<file path="config.mk">
export PLATFORM = sky130hd
export DESIGN_NAME = mchan_byte_tx
export DESIGN_NICKNAME = d
export VERILOG_FILES = /design/src/rtl/mchan_pkg.sv /design/src/rtl/mchan_desc_reg.sv /design/src/rtl/mchan_a_watch.sv /design/src/rtl/mchan_tx_core.sv /design/src/rtl/mchan_byte_tx.sv
export SDC_FILE = /design/constraint.sdc
export NUM_CORES = 1
export LEC_CHECK = 0
export ABC_AREA = 1
export BUFFER_PORTS_ARGS = -buffer_cell sky130_fd_sc_hd__clkbuf_2
export CAP_MARGIN = 20
export CORE_ASPECT_RATIO = 0.75
export CORE_MARGIN = 10
export CORE_UTILIZATION = 48
export CTS_CLUSTER_SIZE = 14
export DETAILED_ROUTE_END_ITERATION = 12
export PLACE_DENSITY_LB_ADDON = 0.25
export SYNTH_ARGS = -nofsm -noshare
export SYNTH_HDL_FRONTEND = slang
export SYNTH_HIERARCHICAL = 1
export SYNTH_SLANG_ARGS = --single-unit
</file>
<file path="constraint.sdc">
create_clock -name clk -period 1.5 [get_ports clk]
set_input_delay 0.075 -clock clk [delete_from_list [all_inputs] [get_ports clk]]
set_output_delay 0.075 -clock clk [all_outputs]
set_load 0.05 [all_outputs]
</file>
<file path="src/rtl/mchan_pkg.sv">
package mchan_pkg;
  localparam int DESC_W  = 16;
  localparam int DATA_W  = 8;
  localparam int B_RDY   = 15;
  localparam int B_LAST  = 14;
  localparam int B_ABRT  = 13;
  localparam int B_AVAL  = 9;
  localparam int B_EVAL  = 8;
  localparam logic [DESC_W-1:0] HOST_MASK = 16'hE3FF;

  typedef enum logic [1:0] {ST_IDLE, ST_WAIT, ST_EOM} hs_state_t;

  // host value as stored: reserved field forced to zero
  function automatic logic [DESC_W-1:0] host_clean(input logic [DESC_W-1:0] w);
    return w & HOST_MASK;
  endfunction

  // outgoing E in handshaked mode: low only on the slot that opens a byte
  function automatic logic hs_e_bit(input logic opening);
    return ~opening;
  endfunction
endpackage

</file>
<file path="src/rtl/mchan_desc_reg.sv">
module mchan_desc_reg
  import mchan_pkg::*;
(
  input  logic              clk,
  input  logic              rst_n,
  input  logic              wr_en,
  input  logic [DESC_W-1:0] wr_data,
  input  logic              clr_rdy,
  input  logic              set_abrt,
  output logic [DESC_W-1:0] desc
);
  always_ff @(posedge clk or negedge rst_n) begin
    if (!rst_n) begin
      desc <= '0;
    end else if (wr_en) begin
      desc <= host_clean(wr_data);
    end else begin
      if (clr_rdy)  desc[B_RDY]  <= 1'b0;
      if (set_abrt) desc[B_ABRT] <= 1'b1;
    end
  end
endmodule

</file>
<file path="src/rtl/mchan_a_watch.sv">
module mchan_a_watch #(
  parameter int ABORT_SLOTS = 2
) (
  input  logic clk,
  input  logic rst_n,
  input  logic slot_stb,
  input  logic armed,
  input  logic a_in,
  output logic ack_ev,
  output logic abort_ev
);
  localparam int CNT_W = $clog2(ABORT_SLOTS + 1);
  localparam logic [CNT_W-1:0] HI_LIMIT = CNT_W'(ABORT_SLOTS - 1);

  logic [CNT_W-1:0] hi_cnt;

  assign ack_ev   = slot_stb & armed & ~a_in;
  assign abort_ev = slot_stb & armed & a_in & (hi_cnt == HI_LIMIT);

  always_ff @(posedge clk or negedge rst_n) begin
    if (!rst_n) begin
      hi_cnt <= '0;
    end else if (!armed || ack_ev || abort_ev) begin
      hi_cnt <= '0;
    end else if (slot_stb && a_in) begin
      hi_cnt <= hi_cnt + 1'b1;
    end
  end
endmodule

</file>
<file path="src/rtl/mchan_tx_core.sv">
module mchan_tx_core
  import mchan_pkg::*;
(
  input  logic              clk,
  input  logic              rst_n,
  input  logic              slot_stb,
  input  logic              mode_tr,
  input  logic [DESC_W-1:0] desc,
  input  logic              ack_ev,
  input  logic              abort_ev,
  output logic [DATA_W-1:0] tx_data,
  output logic              tx_e,
  output logic              tx_a,
  output logic              clr_rdy,
  output logic              set_abrt,
  output logic              armed,
  output logic              hs_start
);
  hs_state_t state, state_nx;
  logic      last_q;
  logic      tr_start;

  assign armed    = (state == ST_WAIT) & ~mode_tr;
  assign hs_start = slot_stb & ~mode_tr & desc[B_RDY] & (state == ST_IDLE);
  assign tr_start = slot_stb & mode_tr & desc[B_RDY];
  assign clr_rdy  = tr_start | ack_ev | abort_ev;
  assign set_abrt = abort_ev;

  always_comb begin
    state_nx = state;
    if (mode_tr) begin
      state_nx = ST_IDLE;
    end else if (slot_stb) begin
      case (state)
        ST_IDLE: if (desc[B_RDY]) state_nx = ST_WAIT;
        ST_WAIT: begin
          if (abort_ev)    state_nx = ST_EOM;
          else if (ack_ev) state_nx = last_q ? ST_EOM : ST_IDLE;
        end
        default: state_nx = ST_IDLE;
      endcase
    end
  end

  always_ff @(posedge clk or negedge rst_n) begin
    if (!rst_n) begin
      state   <= ST_IDLE;
      last_q  <= 1'b0;
      tx_data <= '1;
      tx_e    <= 1'b1;
      tx_a    <= 1'b1;
    end else begin
      state <= state_nx;
      if (hs_start) last_q <= desc[B_LAST];
      if (slot_stb) begin
        if (hs_start || tr_start) tx_data <= desc[DATA_W-1:0];
        if (mode_tr) begin
          tx_e <= desc[B_EVAL];
          tx_a <= desc[B_AVAL];
        end else begin
          tx_e <= hs_e_bit(hs_start);
          tx_a <= 1'b1;
        end
      end
    end
  end
endmodule

</file>
<file path="src/rtl/mchan_byte_tx.sv">
module mchan_byte_tx
  import mchan_pkg::*;
#(
  parameter int ABORT_SLOTS = 2
) (
  input  logic              clk,
  input  logic              rst_n,
  input  logic              mode_tr,
  input  logic              wr_en,
  input  logic [DESC_W-1:0] wr_data,
  output logic [DESC_W-1:0] desc_q,
  input  logic              slot_stb,
  input  logic              a_in,
  output logic [DATA_W-1:0] tx_data,
  output logic              tx_e,
  output logic              tx_a
);
  logic clr_rdy, set_abrt, armed, hs_start, ack_ev, abort_ev;

  mchan_desc_reg u_desc (
    .clk(clk), .rst_n(rst_n), .wr_en(wr_en), .wr_data(wr_data),
    .clr_rdy(clr_rdy), .set_abrt(set_abrt), .desc(desc_q)
  );

  mchan_a_watch #(.ABORT_SLOTS(ABORT_SLOTS)) u_watch (
    .clk(clk), .rst_n(rst_n), .slot_stb(slot_stb), .armed(armed),
    .a_in(a_in), .ack_ev(ack_ev), .abort_ev(abort_ev)
  );

  mchan_tx_core u_core (
    .clk(clk), .rst_n(rst_n), .slot_stb(slot_stb), .mode_tr(mode_tr),
    .desc(desc_q), .ack_ev(ack_ev), .abort_ev(abort_ev),
    .tx_data(tx_data), .tx_e(tx_e), .tx_a(tx_a), .clr_rdy(clr_rdy),
    .set_abrt(set_abrt), .armed(armed), .hs_start(hs_start)
  );
endmodule

</file>
==> out/summary.txt, run 1 <==
status = finished clean
Worst IR Drop VDD = 0.6837 mV
Int Power = 0.001296 W
register clock-pin slew on the reported worst setup and hold paths = 90 ps
Max Root-Sink Buffers = 2
Power Dens Cells = 1239 nW/um2
Routed WL = 3.240 mm
sequential fraction of the synthesis area = 53.62%
CP arrival = 1600 ps
Met2 Wirelength = 1.517 mm
combinational share of power = 32.8%
drt drc = 0
gp weighted congestion = 0.7405
clock power share = 21.8%
Worst Setup Slack, final = 77.31 ps
sw frac = 38.86%
CTS tree = done
final hold viol count = 0
CP endpoint = u_core/state[0]
Max-slew headroom = 54.91%
Remaining Overflow, GRT = 0
Tightest Pin Transition = 676.4 ps
# setup viols final = 0
Setup TNS Final = 0 ps
first-pass GRT wire length = 5.071 mm
internal reg-to-reg setup slack = 80 ps
I/O Pins = 48
EDFF count, synth = 0
site row count = 16
worst min path class = in2reg
Worst-Skew Late Latency = 270 ps
syn avg cell area = 8.261 um2
RSZ-0062 raised after global routing = true
Initial DRC Count = 87
most instantiated cells after synthesis = nand2_1, inv_1, dfrtp_1
DR WL/cell = 13.01 um
hold path cells = 3
routed vias/inst = 4.759
Peak Freq = 702.9 MHz
Nets = 237
FF+latch count, synth = 28
Via Count = 1185
fin crit share = 94.85%
layout cell share with drive strength beyond 1 = 37.09%
Root Driver = clkbuf_8
height of the die = 65.59 um
Mapped Cells = 161
worst reg2reg startpoint = u_core/state[1]
Worst Skew = 2.767 ps
Design Area, Final = 1710 um2
worst slack at placement = 2.038 ps
Tot GR Track Use = 11.97%
YS warnings = 6
final-report max-slew violation count = 0
leakage power = 0.9494 nW
IO buf count = 41
Worst Setup End Kind = register
initial antenna violation count = 0
largest net degree at the start of global routing = 29
die area = 5298 um2
metal3 WL = 426 um
Main synth FF type = dfrtp_1
Initial Util = 50.72%
vias in the first global route = 1152
die width = 80.78 um
Yosys top cell by area = dfrtp_1
ANT cells = 0
TritonCTS Buffers = 3
switching power = 0.0008238 W
Sink Count = 28
worst reg-to-reg path cell count = 12
Cell variety after synth = 21
WP data required = 1670 ps
share of power burned in registers = 45.4%
ys async rst share = 100.0%
reg2reg end = u_core/state[0]
post-detail-place hpwl = 2.338 mm
most numerous cell in the Yosys netlist = nand2_1
core area = 2623 um2
DRT Pass-1 Iters = 6
Max H-tree Level = 1
max cap viols = 0
synthesis-to-finish area growth = 28.60%
met1 wire length = 1.272 mm
CP Class = reg2reg
top-area cell type share of the netlist area = 33.87%
synth top area cells = dfrtp_1, dfstp_2, nand2_1
Mapped Area = 1330 um2
Final ANT Viol Nets = 0
crit path max fanout = 3
fin crit period = 1423 ps
type of origin of the critical path = register
DR top layer = met4
Critical path origin = u_core/state[1]
post-placement cell area = 1528 um2
## critical path, stage by stage (launching register included)
cell	delay (ps)
dfrtp_1	420
nor2_2	150
nand2_1	90
inv_2	80
nand2_2	60
inv_2	60
nand2_2	60
inv_2	70
nor2_2	40
nand3_2	80
nand3_2	80
nand2_1	70
nand2_1	50
## sequential cells by signal, indices dropped and copies added (netlist names)
name / count
u_desc/desc: 13
u_core/tx_data: 8
u_core/state: 2
u_watch/hi_cnt: 2
u_core/last_q: 1
u_core/tx_a: 1
u_core/tx_e: 1
## area by class of cell
cell class | instances | area (um2)
Tap cell | 36 | 45.04
Timing Repair Buffer | 53 | 315.3
Inverter | 24 | 90.09
Clock buffer | 4 | 55.05
Sequential cell | 28 | 713.2
Fill cell | 228 | 912.1
Multi-Input combinational cell | 104 | 491.7
## metrics by stage
stage | std cells | hold WS [ps] | util, % | power (W)
floorplan | 163 | -220.6 | - | 0.001483
global placement | 233 | 133.9 | 58.25 | 0.001627
detailed placement | 233 | 147.9 | 58.25 | 0.001645
CTS | 245 | 1.121 | 63.50 | 0.002133
global route | 249 | 8.717 | 65.22 | 0.002243
finish | 249 | 5.095 | 65.22 | 0.002120
## worst min path at each step
| stage | startpoint | end | slack (ps) |
|---|---|---|---|
| final | wr_data[14] | u_desc/desc[14] | 5 |
| after global routing | wr_data[9] | u_desc/desc[9] | 9 |
| after CTS | wr_data[14] | u_desc/desc[14] | 1 |
| after detailed placement | rst_n | u_watch/hi_cnt[1] | 150 |
| after global placement | rst_n | u_watch/hi_cnt[1] | 130 |
| after floorplan | rst_n | u_core/last_q | -220 |
## metal layers
metal,track usage (%),up-vias
li1,-,580
met1,13.34,547
met2,20.04,53
met3,5.707,5
met4,3.233,0
met5,0,-
## cells in the final DEF (no fill, tap or decap), drive strengths merged
| cell | n |
|---|---|
| dlygate4sd3 | 8 |
| clkbuf | 45 |
| a21oi | 4 |
| o21ai | 10 |
| nand3 | 6 |
| conb | 3 |
| inv | 24 |
| nor2 | 9 |
| nand2 | 68 |
| nor3 | 1 |
| dfstp | 10 |
| ha | 1 |
| dfrtp | 18 |
| buf | 4 |
| nand4 | 1 |
| o22ai | 1 |
## cells by family after synthesis
logic type	synth area share [%]
AOI/OAI and AO/OA	7.433
buffers and inverters	11.29
adders and majority gates	0.9406
DFF	53.62
other	0.2819
and+or+nand+nor	26.44
## timing repair
| item | in CTS | in global routing |
|---|---|---|
| setup buffers | 0 | 4 |
| hold buffers | 8 | 0 |
| endpoints found under the hold margin | 25 | 0 |
| cloned | 0 | 0 |
| pin swaps | 0 | 5 |
| resized for setup | 1 | 7 |
| endpoints found under the setup margin | 2 | 3 |
## power groups by stage
stage / registers, W / logic (W) / clock network [W]
after global placement: 0.000970 / 0.000657 / 0
after global routing: 0.000980 / 0.000751 / 0.000513
after detailed placement: 0.000976 / 0.000669 / 0
final: 0.000962 / 0.000696 / 0.000461
after CTS: 0.000963 / 0.000689 / 0.000482
after floorplan: 0.00130 / 0.000186 / 0
Note: power is estimated with default switching activity, not from simulation.
==> run 2, diff against run 1 <==
--- a/config.mk
+++ b/config.mk
@@ -16,2 +16,3 @@
 export PLACE_DENSITY_LB_ADDON = 0.25
+export SLEW_MARGIN = 5
 export SYNTH_ARGS = -nofsm -noshare
==> constraint.sdc (replaced) <==
create_clock -name clk -period 1.6 [get_ports clk]
set_input_delay 0.32 -clock clk [delete_from_list [all_inputs] [get_ports clk]]
set_output_delay 0.32 -clock clk [all_outputs]
set_load 0.05 [all_outputs]
==> run 2 against run 1 <==
Effect of this change: first-iteration DRC count up 16%; maximum frequency up 1.1%; critical path depth down 6; routed wire length down 11%; total power down 11%; cell area down 6.8%; via count down 9.0%; non-clock buffer count down 9; combinational power down 9.9%; hold slack better by 70 ps; worst setup slack better by 110 ps; die area unchanged; highest routed layer unchanged.
==> out/summary.txt, run 2 (synthesized netlist as in run 1, its figures left out) <==
status = finished clean
Biggest register = u_desc/desc
internal reg-to-reg setup slack = 190 ps (+110 ps)
die width = 80.78 um (unchanged)
CP endpoint = u_core/tx_data[6]
worst reg-to-reg path cell count = 6 (-6)
Worst-Skew Late Latency = 260 ps (about the same)
Tightest Pin Transition = 674.3 ps (-2.086 ps)
worst min path class = in2async
Worst Skew = 1.863 ps (-0.9047 ps)
die area = 5298 um2 (unchanged)
most frequent cells in the layout = nand2_1, clkbuf_2, inv_1
Worst IR Drop VDD = 0.6643 mV (-2.8%)
Max-slew headroom = 55.05% (+0.14 points)
Max Root-Sink Buffers = 2 (unchanged)
TritonCTS Buffers = 3 (unchanged)
Worst Setup End Kind = register
CTS tree = done
vias in the first global route = 1047 (-9.1%)
DRT Pass-1 Iters = 4 (-2)
leakage power = 0.9052 nW (-4.7%)
drt drc = 0 (unchanged)
worst slack at placement = 137.0 ps (+135.0 ps)
largest net degree at the start of global routing = 29 (unchanged)
fin crit share = 87.98% (-6.9 points)
Pwr Total = 0.001887 W (-11%)
gp weighted congestion = 0.7412 (about the same)
initial antenna violation count = 0 (unchanged)
Tot GR Track Use = 10.99% (-0.97 points)
Setup TNS Final = 0 ps (unchanged)
IO buf count = 41 (unchanged)
# setup viols final = 0 (unchanged)
CP arrival = 1590 ps (about the same)
height of the die = 65.59 um (unchanged)
Post-CTS Hold Fix Bufs = 0 (-8)
biggest regs = u_desc/desc x13, u_core/tx_data x8
fin crit period = 1408 ps (-15.00 ps)
core area = 2623 um2 (unchanged)
routed vias/inst = 4.510 (-5.2%)
Initial DRC Count = 101 (+16%)
Via Count = 1078 (-9.0%)
worst reg2reg startpoint = u_core/state[1]
Power Dens Cells = 1184 nW/um2 (-4.5%)
I/O Pins = 48 (unchanged)
Sink Count = 28 (unchanged)
Critical path origin = u_core/state[1]
Remaining Overflow, GRT = 0 (unchanged)
Root Driver = clkbuf_8
commonest non-fill, non-tap cell in the layout = nand2_1
register clock-pin slew on the reported worst setup and hold paths = 80 ps (about the same)
synthesis-to-finish area growth = 19.85%
WP data required = 1780 ps (+110 ps)
final-report max-slew violation count = 0 (unchanged)
first-pass GRT wire length = 4.726 mm (-6.8%)
CP Class = reg2reg
Worst Setup Slack, final = 192.3 ps (+115.0 ps)
RSZ-0062 raised after global routing = false
Filler Cell Count = 251 (+10%)
layout cell share with drive strength beyond 1 = 34.48% (-2.6 points)
site row count = 16 (unchanged)
final hold viol count = 0 (unchanged)
Initial Util = 50.72% (unchanged)
Max H-tree Level = 1 (unchanged)
type of origin of the critical path = register
post-detail-place hpwl = 2.262 mm (-3.3%)
Routed WL = 2.880 mm (-11%)
Peak Freq = 710.4 MHz (+1.1%)
DR WL/cell = 12.05 um (-7.4%)
ANT cells = 0 (unchanged)
Final ANT Viol Nets = 0 (unchanged)
max cap viols = 0 (unchanged)
reg2reg end = u_core/tx_data[6]
crit path max fanout = 16 (+13)
Nets = 228 (-3.8%)
max reg flops = 13 (unchanged)
==> run 2: cell types whose count changed in the layout (fill, tap and decap cells not counted), sizes merged <==
cell	delta
dlygate4sd3	-8
buf	-1
clkbuf	-1
==> run 2: metrics by stage <==
step	util (%)	instances	cell area, um2	hold WS, ps
2_1_floorplan	-	163	1338	24.41
3_3_place_gp	58.83	235	1543	378.4
3_5_place_dp	58.83	235	1543	386.6
4_1_cts	60.40	238	1584	91.56
5_1_grt	60.78	239	1594	112.2
6_report	60.78	239	1594	75.54
==> run 2: layout make-up <==
type                       instances  area (um2)  share of cell area, %
sequential                        28       713.2                  44.74
multi-input combinational        104       476.7                  29.91
timing repair buffer              44       227.7                  14.29
inverter                          24       90.09                  5.651
tap                               36       45.04                  2.826
clock buffer                       3       41.29                  2.590
==> run 2: critical path, cell delays in order (launching register included) <==
cell	delay (ps)
dfrtp_1	400
buf_4	150
nor2_2	110
inv_2	80
a21oi_4	390
nand2_1	90
o21ai_0	110
==> run 2: worst min path at each step <==
| stage | start | endpoint | cells after the start |
|---|---|---|---|
| 3_3_place_gp | rst_n | u_watch/hi_cnt[1] | 1 |
| 4_1_cts | rst_n | u_core/last_q | 1 |
| 5_1_grt | rst_n | u_watch/hi_cnt[1] | 1 |
| 3_5_place_dp | rst_n | u_desc/desc[9] | 1 |
| 6_report | rst_n | u_core/last_q | 1 |
| 2_1_floorplan | rst_n | u_core/last_q | 0 |
==> run 2: timing repair <==
action                     in CTS  in global routing
setup buffers                   0                  1
gates resized for setup         0                  1
setup endpoints to repair       0                  2
==> run 2: power breakdown <==
| part | switching (W) | internal, W | leakage [nW] |
|---|---|---|---|
| combinational | 0.000488 | 0.000139 | 0.553 |
| clock | 0.000192 | 0.000168 | 0.0216 |
| sequential | 0.0000595 | 0.000841 | 0.330 |
| total | 0.000739 | 0.00115 | 0.905 |
==> run 2: metal layers <==
metal  track usage [%]  wire length [um]
met2             16.96              1286
met5                 0                 0
met3             5.299               328
met1             13.53              1248
met4             2.586                16
